===== src/rtl/sdram_col_pkg.sv =====
package sdram_col_pkg;
  typedef enum logic [2:0] {
    CMD_NOP,
    CMD_ACT,
    CMD_PRE,
    CMD_RD,
    CMD_WR
  } cmd_e;

  localparam logic [2:0] BL_1    = 3'd0;
  localparam logic [2:0] BL_2    = 3'd1;
  localparam logic [2:0] BL_4    = 3'd2;
  localparam logic [2:0] BL_8    = 3'd3;
  localparam logic [2:0] BL_PAGE = 3'd7;
endpackage


===== src/rtl/sdram_cmd_decode.sv =====
module sdram_cmd_decode
  import sdram_col_pkg::*;
(
  input  logic ras_n_i,
  input  logic cas_n_i,
  input  logic we_n_i,
  output cmd_e cmd_o
);
  always_comb begin
    unique case ({ras_n_i, cas_n_i, we_n_i})
      3'b011:  cmd_o = CMD_ACT;
      3'b010:  cmd_o = CMD_PRE;
      3'b101:  cmd_o = CMD_RD;
      3'b100:  cmd_o = CMD_WR;
      default: cmd_o = CMD_NOP;
    endcase
  end
endmodule


===== src/rtl/sdram_rcd_tracker.sv =====
module sdram_rcd_tracker #(
  parameter int unsigned TRCD = 3
) (
  input  logic clk_i,
  input  logic rst_ni,
  input  logic act_i,
  input  logic pre_i,
  input  logic col_req_i,
  output logic ok_o,
  output logic err_o
);
  localparam int unsigned CW = $clog2(TRCD + 1);
  localparam logic [CW-1:0] GAP_MIN = CW'(TRCD);

  logic          open_q;
  logic [CW-1:0] gap_q;
  logic          err_q;

  // gap_q equals the number of edges since activate, saturating at TRCD
  assign ok_o  = open_q && (gap_q >= GAP_MIN);
  assign err_o = err_q;

  always_ff @(posedge clk_i or negedge rst_ni) begin
    if (!rst_ni) begin
      open_q <= 1'b0;
      gap_q  <= '0;
      err_q  <= 1'b0;
    end else begin
      err_q <= col_req_i && !ok_o;
      if (act_i) begin
        open_q <= 1'b1;
        gap_q  <= CW'(1);
      end else if (pre_i) begin
        open_q <= 1'b0;
        gap_q  <= '0;
      end else if (open_q && gap_q < GAP_MIN) begin
        gap_q <= gap_q + CW'(1);
      end
    end
  end
endmodule


===== src/rtl/sdram_burst_engine.sv =====
module sdram_burst_engine
  import sdram_col_pkg::*;
#(
  parameter int unsigned COL_W = 8
) (
  input  logic             clk_i,
  input  logic             rst_ni,
  input  logic             start_i,
  input  logic [COL_W-1:0] col_i,
  input  logic [2:0]       bl_i,
  input  logic             ilv_i,
  input  logic             wr_i,
  input  logic             stop_i,
  output logic [COL_W-1:0] col_o,
  output logic             valid_o,
  output logic             write_o
);
  logic             active_q;
  logic             full_q;
  logic             ilv_q;
  logic             wr_q;
  logic [COL_W-1:0] start_q;
  logic [COL_W-1:0] cnt_q;
  logic [COL_W-1:0] mask_q;
  logic [COL_W-1:0] mask_d;
  logic             full_d;
  logic [COL_W-1:0] pick;

  always_comb begin
    full_d = (bl_i == BL_PAGE);
    unique case (bl_i)
      BL_2:    mask_d = COL_W'(1);
      BL_4:    mask_d = COL_W'(3);
      BL_8:    mask_d = COL_W'(7);
      BL_PAGE: mask_d = '1;
      default: mask_d = '0;
    endcase
  end

  always_ff @(posedge clk_i or negedge rst_ni) begin
    if (!rst_ni) begin
      active_q <= 1'b0;
      full_q   <= 1'b0;
      ilv_q    <= 1'b0;
      wr_q     <= 1'b0;
      start_q  <= '0;
      cnt_q    <= '0;
      mask_q   <= '0;
    end else if (start_i) begin
      active_q <= 1'b1;
      full_q   <= full_d;
      ilv_q    <= ilv_i && !full_d;
      wr_q     <= wr_i;
      start_q  <= col_i;
      cnt_q    <= '0;
      mask_q   <= mask_d;
    end else if (active_q) begin
      if (stop_i || (!full_q && cnt_q == mask_q)) begin
        active_q <= 1'b0;
      end else begin
        cnt_q <= cnt_q + COL_W'(1);
      end
    end
  end

  // window base from start, offset from counter inside the mask
  assign pick    = ilv_q ? (start_q ^ cnt_q) : (start_q + cnt_q);
  assign col_o   = (start_q & ~mask_q) | (pick & mask_q);
  assign valid_o = active_q;
  assign write_o = wr_q;
endmodule


===== src/rtl/sdram_col_burst_gen.sv =====
module sdram_col_burst_gen
  import sdram_col_pkg::*;
#(
  parameter int unsigned COL_W = 8,
  parameter int unsigned TRCD  = 3
) (
  input  logic             clk_i,
  input  logic             rst_ni,
  input  logic             ras_n_i,
  input  logic             cas_n_i,
  input  logic             we_n_i,
  input  logic [COL_W-1:0] col_i,
  input  logic [2:0]       burst_len_i,
  input  logic             interleave_i,
  input  logic             stop_i,
  output logic [COL_W-1:0] col_o,
  output logic             valid_o,
  output logic             write_o,
  output logic             trcd_err_o
);
  cmd_e cmd;
  logic col_req;
  logic col_ok;

  sdram_cmd_decode u_dec (
    .ras_n_i (ras_n_i),
    .cas_n_i (cas_n_i),
    .we_n_i  (we_n_i),
    .cmd_o   (cmd)
  );

  assign col_req = (cmd == CMD_RD) || (cmd == CMD_WR);

  sdram_rcd_tracker #(.TRCD(TRCD)) u_rcd (
    .clk_i     (clk_i),
    .rst_ni    (rst_ni),
    .act_i     (cmd == CMD_ACT),
    .pre_i     (cmd == CMD_PRE),
    .col_req_i (col_req),
    .ok_o      (col_ok),
    .err_o     (trcd_err_o)
  );

  sdram_burst_engine #(.COL_W(COL_W)) u_eng (
    .clk_i   (clk_i),
    .rst_ni  (rst_ni),
    .start_i (col_req && col_ok),
    .col_i   (col_i),
    .bl_i    (burst_len_i),
    .ilv_i   (interleave_i),
    .wr_i    (cmd == CMD_WR),
    .stop_i  (stop_i),
    .col_o   (col_o),
    .valid_o (valid_o),
    .write_o (write_o)
  );
endmodule


===== config.mk =====
export PLATFORM = sky130hd
export DESIGN_NAME = sdram_col_burst_gen
export DESIGN_NICKNAME = d
export VERILOG_FILES = /design/src/rtl/sdram_col_pkg.sv /design/src/rtl/sdram_cmd_decode.sv /design/src/rtl/sdram_rcd_tracker.sv /design/src/rtl/sdram_burst_engine.sv /design/src/rtl/sdram_col_burst_gen.sv
export SDC_FILE = /design/constraint.sdc
export NUM_CORES = 1
export LEC_CHECK = 0
export CORE_AREA = 4 4 47 81
export DETAILED_ROUTE_END_ITERATION = 8
export DIE_AREA = 0 0 51 85
export GPL_TIMING_DRIVEN = 0
export PLACE_DENSITY = 0.94
export SYNTH_ARGS = -nofsm -noshare
export SYNTH_HDL_FRONTEND = slang
export SYNTH_HIERARCHICAL = 1
export SYNTH_SLANG_ARGS = --single-unit

===== constraint.sdc =====
create_clock -name clk_i -period 3.2 [get_ports clk_i]
set_input_delay 0.64 -clock clk_i [delete_from_list [all_inputs] [get_ports clk_i]]
set_output_delay 0.64 -clock clk_i [all_outputs]
set_load 0.01 [all_outputs]

==> out/results.txt, run 1 <==
List of most frequent post-synthesis cells - 27 x dfrtp_1, 14 x a21oi_1, 14 x nor2_1
Max rail drop VDD - 568 uV
Die width - 51 um
Cell chain of the critical path - ha_1, a211o_1, o2111ai_1, a21oi_1, xnor2_1, a21oi_1, clkdlybuf4s50_1
Layout cells sized above 1 - 14.4%
Leak Pwr - 0.000983 uW
Via density per instance - 5.70
GRT Util Overall - 19.1%
Register area share after synthesis - 38.9%
# hold bufs at CTS - 0
Vias in the first global route - 1444
Largest net degree at the start of global routing - 28
Non-filler instance count after layout - 259
Placed cell count - 250
Worst Path Arrival - 2.40 ns
Top-count cell post-synth - dfrtp_1
Synth Cell Area - 1740 sq um
First-pass GRT wire length - 6380 um
CP most frequent cell - a21oi_1
Worst setup EP type - output pin
DR iter-0 viols - 71
Ys flop type - dfrtp_1
I/O Pins - 29
Distinct cells, synth - 46
Post-synthesis average cell area - 9.71 sq um
WL final - 4050 um
Finish-stage setup viols - 0
Power per cell area - 695 nW/um^2
Clock Skew - 0.00340 ns
Depth of the CTS H-tree - 1
Fin nets - 245
Die Y - 85 um
CP Launch Type - flop
P&R area growth vs syn - 27.1%
Slowest CP cell - clkdlybuf4s50_1
Worst-margin pin slew - 0.527 ns
Async SR Flop Fraction - 100%
Die footprint - 4340 sq um
Clk slew on worst S/H paths - 0.09 ns
Largest fanout on the critical path - 4
Syn_nets - 207
Worst rel slew slack - 64.9%
# clock sinks - 27
Post-synth EDFFs - 0
Core area - 3140 sq um
FMAX - 329 MHz
Hold Crit Class - reg2reg
RePlAce Congestion - 0.849
Grt ovf - 0
Fin crit share - 94.9%
CTS root buffer - clkbuf_8
Max clock buf depth - 2
Inserted Clock Buffers - 3
N_diodes - 0
Pre-Repair DR Iteration Count - 4
Final ANT Viol Nets - 0
Fin. Hold Viols - 0
Vias - 1477
Yosys top cell area share - 38.9%
TritonCTS clock tree - done
Setup TNS - 0 ns
Syn Inst Count - 179
Initial Utilization - 55.3%
DP Wirelength - 2850 um
Initial antenna violation count - 0
Port Buffers - 28
WL/cell - 15.6 um
Kind of critical path - reg2out
Critical Path RT - 2.56 ns
Final total power - 1540 uW
Crit path largest cell delay - 0.54 ns
Synth area leader - dfrtp_1
Clk_lat worst skew - 0.27 ns
#FFs+latches synth - 27
Num rows - 27
Pins over their slew limit - 0
RSZ-0062 raised after global routing - false
Minimum clock period - 3.04 ns
Yosys warns - 6
Top post-synthesis cells by area - dfrtp_1 39%, ha_1 6.5%, mux2_2 5.8%, xnor2_1 4.5%, a21oi_1 4.0%
DRC - 0
Max Cap Viol - 0
Status - finished, final reports clean
sequential cells by signal, summed over array words and instances (netlist names):
signal         count
u_rcd/open_q       1
u_eng/full_q       1
u_eng/write_o      1
u_eng/ilv_q        1
u_eng/start_q      8
u_eng/valid_o      1
u_rcd/err_o        1
u_eng/cnt_q        8
u_eng/mask_q       3
u_rcd/gap_q        2
power by group:
| part | internal (uW) | leakage (uW) | total, uW | switching (uW) |
|---|---|---|---|---|
| logic | 419 | 0.000621 | 801 | 381 |
| clock network | 89.2 | 0.0000228 | 192 | 103 |
| registers | 443 | 0.000340 | 542 | 98.7 |
| total | 952 | 0.000983 | 1540 | 583 |
layout make-up:
class	count	area, sq um
multi-input cells	134	1020
flip-flops and latches	27	679
fillers	240	933
clock buffers	4	45.0
inverters	13	48.8
repair buffers	33	338
plain buffers	5	18.8
well taps	43	53.8
what timing repair did:
item,in CTS,in global routing
pin swaps,2,1
buffers inserted,2,2
setup endpoints to repair,3,2
resized for setup,8,2
cell usage in the layout, fill, tap and decap left out, drive strengths merged, types with 3 or more instances in the layout:
cell type      Yosys  layout
and2               3       3
xor2               6       6
nor3b              5       5
buf                0       5
clkbuf             5       9
mux2               9       9
nand2              9       9
mux2i              3       3
nor2b              4       4
ha                 9       9
o21ai             10      10
a21oi             14      14
a21o               3       3
inv               13      13
nand3              6       6
nor2              14      14
xnor2              9       9
dfrtp             27      27
clkdlybuf4s50      0      25
layer usage:
layer	share of wire [%]	GRT usage, %	vias up
met4	1.9	7.35	0
met2	55	35.5	49
met5	0	0	-
li1	-	-	700
met1	39	21.5	719
met3	4.0	1.93	9
logic make-up (layout without fill, tap and decap cells):
kind of cell / after synthesis / count (layout) / share of synthesized area, %
xor+xnor: 15 / 15 / 7.56
buf+inv: 18 / 55 / 3.89
compound gates: 38 / 38 / 14.3
flops: 27 / 27 / 38.9
mux: 12 / 12 / 7.56
simple gates: 59 / 59 / 20.2
fa+ha+maj: 10 / 10 / 7.63
through the flow:
stage | utilization [%] | area [sq um] | hold WS (ns) | worst slack (ns)
2_1_floorplan | - | 1740 | 0.344 | 0.823
4_1_cts | 68.8 | 2160 | 0.524 | 0.0271
3_3_place_gp | 65.9 | 2070 | 0.490 | 0.112
5_1_grt | 70.3 | 2210 | 0.563 | 0.0517
3_5_place_dp | 65.9 | 2070 | 0.503 | -0.00216
6_report | 70.3 | 2210 | 0.540 | 0.165
path summary, 6_finish.rpt:
| kind | cells after the start | to | from | slack, ns |
|---|---|---|---|---|
| max in group asynchronous | 2 | u_eng/cnt_q[4] | rst_ni | 2.06 |
| max | 7 | col_o[5] | u_eng/cnt_q[1] | 0.16 |
| max reg2reg | 6 | u_eng/mask_q[0] | u_rcd/gap_q[0] | 1.13 |
| min in group asynchronous | 1 | u_rcd/gap_q[0] | rst_ni | 0.68 |
| min | 1 | u_eng/write_o | u_eng/write_o | 0.54 |
| min reg2reg | 1 | u_eng/write_o | u_eng/write_o | 0.54 |
worst max-delay path: cells and delay by family (launching register included):
kind | cells | cell delay, ns
compound gates | 4 | 0.66
xor+xnor | 1 | 0.15
fa+ha+maj | 1 | 0.33
buf+inv | 1 | 0.54
flops | 1 | 0.44
Power figures use the tool's default switching activity.
==> run 2, diff against run 1 <==
--- a/config.mk
+++ b/config.mk
@@ -6,6 +6,7 @@
 export NUM_CORES = 1
 export LEC_CHECK = 0
 export CORE_AREA = 4 4 47 81
+export CTS_CLUSTER_SIZE = 14
 export DETAILED_ROUTE_END_ITERATION = 8
 export DIE_AREA = 0 0 51 85
 export GPL_TIMING_DRIVEN = 0
==> results of run 2 <==
No change in the layout: final DEF, timing and power equal those of run 1.
==> run 3, diff against run 2 <==
--- a/config.mk
+++ b/config.mk
@@ -10,7 +10,9 @@
 export DETAILED_ROUTE_END_ITERATION = 8
 export DIE_AREA = 0 0 51 85
 export GPL_TIMING_DRIVEN = 0
+export HOLD_SLACK_MARGIN = 0.02
 export PLACE_DENSITY = 0.94
+export SLEW_MARGIN = 20
 export SYNTH_ARGS = -nofsm -noshare
 export SYNTH_HDL_FRONTEND = slang
 export SYNTH_HIERARCHICAL = 1
==> run 3 against run 2 <==
Critical path depth stayed put. Highest routed layer unchanged. Setup slack worse by 0.011 ns. Flip-flop and latch count stayed put. Global-route usage down 0.19 points. Routed wire length is 4.9% lower. First-iteration DRC count decreased by 31%. Clock skew is essentially flat. Die area unchanged. Register-to-register slack improved by 0.06 ns. Critical endpoint unchanged. Clock power about the same. Sequential power about the same.
==> out/results.txt, run 3 (synthesis gave the netlist of run 1 again) <==
Crit path depth - 7
Biggest regs - u_eng/cnt_q x8, u_eng/start_q x8, u_eng/mask_q x3
N_diodes - 0
Clock Skew - 0.00310 ns
Port Buffers - 28
Switching power total - 566 uW
Vias - 1454
Reg2reg start - u_rcd/gap_q[0]
Pre-Repair DR Iteration Count - 4
WL/cell - 14.9 um
RePlAce Congestion - 0.849
Kind of critical path - reg2out
Crit path largest cell delay - 0.54 ns
FMAX - 328 MHz
Grt ovf - 0
Layout cells sized above 1 - 14.9%
TritonCTS clock tree - done
Worst setup EP type - output pin
Vias in the first global route - 1447
DRC - 0
Sw Share - 37.3%
Clk_lat worst skew - 0.27 ns
Hold Crit Class - in2async
Top delay family on crit path - compound AO/OA/AOI/OAI gates
Num rows - 27
Clock share of power - 12.5%
Initial Utilization - 55.3%
Worst Path Arrival - 2.41 ns
Critical Path RT - 2.56 ns
WL final - 3850 um
Max rail drop VDD - 613 uV
Finish-stage setup viols - 0
Status - finished, final reports clean
Fin. Hold Viols - 0
Fin nets - 244
Minimum clock period - 3.05 ns
Worst rel slew slack - 60.7%
Clk slew on worst S/H paths - 0.09 ns
I/O Pins - 29
# clock sinks - 27
Max clock buf depth - 2
CP most frequent cell - a21oi_1
Number of fillers in the final layout - 242
Logic pwr share - 51.7%
Depth of the CTS H-tree - 1
Worst r2r path cells - 6
Core area - 3140 sq um
Final Core Density - 69.5%
Fin crit share - 95.2%
Final setup margin - 0.154 ns
Setup TNS - 0 ns
CP bufs+invs - 1
Worst-margin pin slew - 0.589 ns
DR iter-0 viols - 49
Setup slack, reg-to-reg - 1.19 ns
Max Cap Viol - 0
Int Pwr - 949 uW
P&R area growth vs syn - 25.6%
Via density per instance - 5.64
Cell chain of the critical path - ha_1, a211o_1, o2111ai_1, a21oi_1, xnor2_1, a21oi_1, clkdlybuf4s50_1
Die footprint - 4340 sq um
Pins over their slew limit - 0
CTS root buffer - clkbuf_8
Die Y - 85 um
Slowest CP cell - clkdlybuf4s50_1
Setup WS pre-CTS - -0.0231 ns
Initial antenna violation count - 0
First-pass GRT wire length - 6310 um
DP Wirelength - 2800 um
Inserted Clock Buffers - 3
Largest net degree at the start of global routing - 28
Final ANT Viol Nets - 0
GRT Util Overall - 18.9%
Sequential share of power - 35.8%
Commonest non-fill, non-tap cells in the layout - 24 x clkdlybuf4s50_1, 24 x dfrtp_1, 14 x nor2_1
Largest fanout on the critical path - 6
Worst flop-to-flop path endpoint - u_eng/mask_q[0]
Die width - 51 um
# hold bufs at CTS - 0
Power per cell area - 694 nW/um^2
CP Launch Type - flop
Leak Pwr - 0.000981 uW
==> run 3: power groups by stage <==
stage          Sequential [uW]  Combinational [uW]  Clock (uW)
6_report                   541                 783         190
5_1_grt                    554                 865         207
4_1_cts                    544                 769         197
3_5_place_dp               551                 719           0
3_3_place_gp               543                 690           0
2_1_floorplan              524                 455           0
==> run 3: how the worst max path moves through the flow <==
stage	from	end	slack [ns]
after global routing	u_eng/cnt_q[1]	col_o[5]	-0.004
after detailed placement	ras_n_i	u_eng/mask_q[0]	-0.02
final	u_eng/cnt_q[1]	col_o[5]	0.15
after CTS	u_eng/start_q[0]	col_o[6]	0.02
after global placement	u_eng/cnt_q[4]	col_o[7]	0.11
after floorplan	u_eng/cnt_q[0]	col_o[4]	0.82
==> run 3: layout make-up <==
type | count | area, sq um | share of cell area (%)
multi-input combinational | 134 | 1030 | 47.1
sequential | 27 | 679 | 31.1
timing repair buffer | 32 | 309 | 14.2
tap | 43 | 53.8 | 2.46
inverter | 13 | 48.8 | 2.23
clock buffer | 4 | 45.0 | 2.06
buffer | 5 | 18.8 | 0.860
==> run 3: repair_timing <==
item / 4_1_cts / 5_1_grt
gates resized for setup: 9 / 2
gates cloned: 0 / 0
setup buffers: 2 / 2
endpoints found under the setup margin: 3 / 3
pin swaps: 2 / 1
==> run 3: worst reg2reg max path, stage by stage (launching register included) <==
cell and delay (ns):
dfrtp_1 0.37, ha_1 0.21, and2_2 0.17, o21a_1 0.11, clkbuf_1 0.42, clkbuf_1 0.46, o22ai_1 0.16
==> run 3: layer usage <==
layer	vias to the layer above	track usage [%]	part of all wire [%]
li1	695	-	-
met1	711	21.5	39
met2	38	34.1	55
met3	10	2.81	3.7
met4	0	7.84	2.4
met5	-	0	0
==> run 3: per-stage QoR <==
stage / total power, uW / instance area (sq um) / hold slack (ns) / instances
6_report: 1510 / 2180 / 0.365 / 258
5_1_grt: 1630 / 2180 / 0.411 / 258
4_1_cts: 1510 / 2160 / 0.387 / 256
3_5_place_dp: 1270 / 2070 / 0.499 / 250
3_3_place_gp: 1230 / 2070 / 0.490 / 250
2_1_floorplan: 979 / 1740 / 0.344 / 179
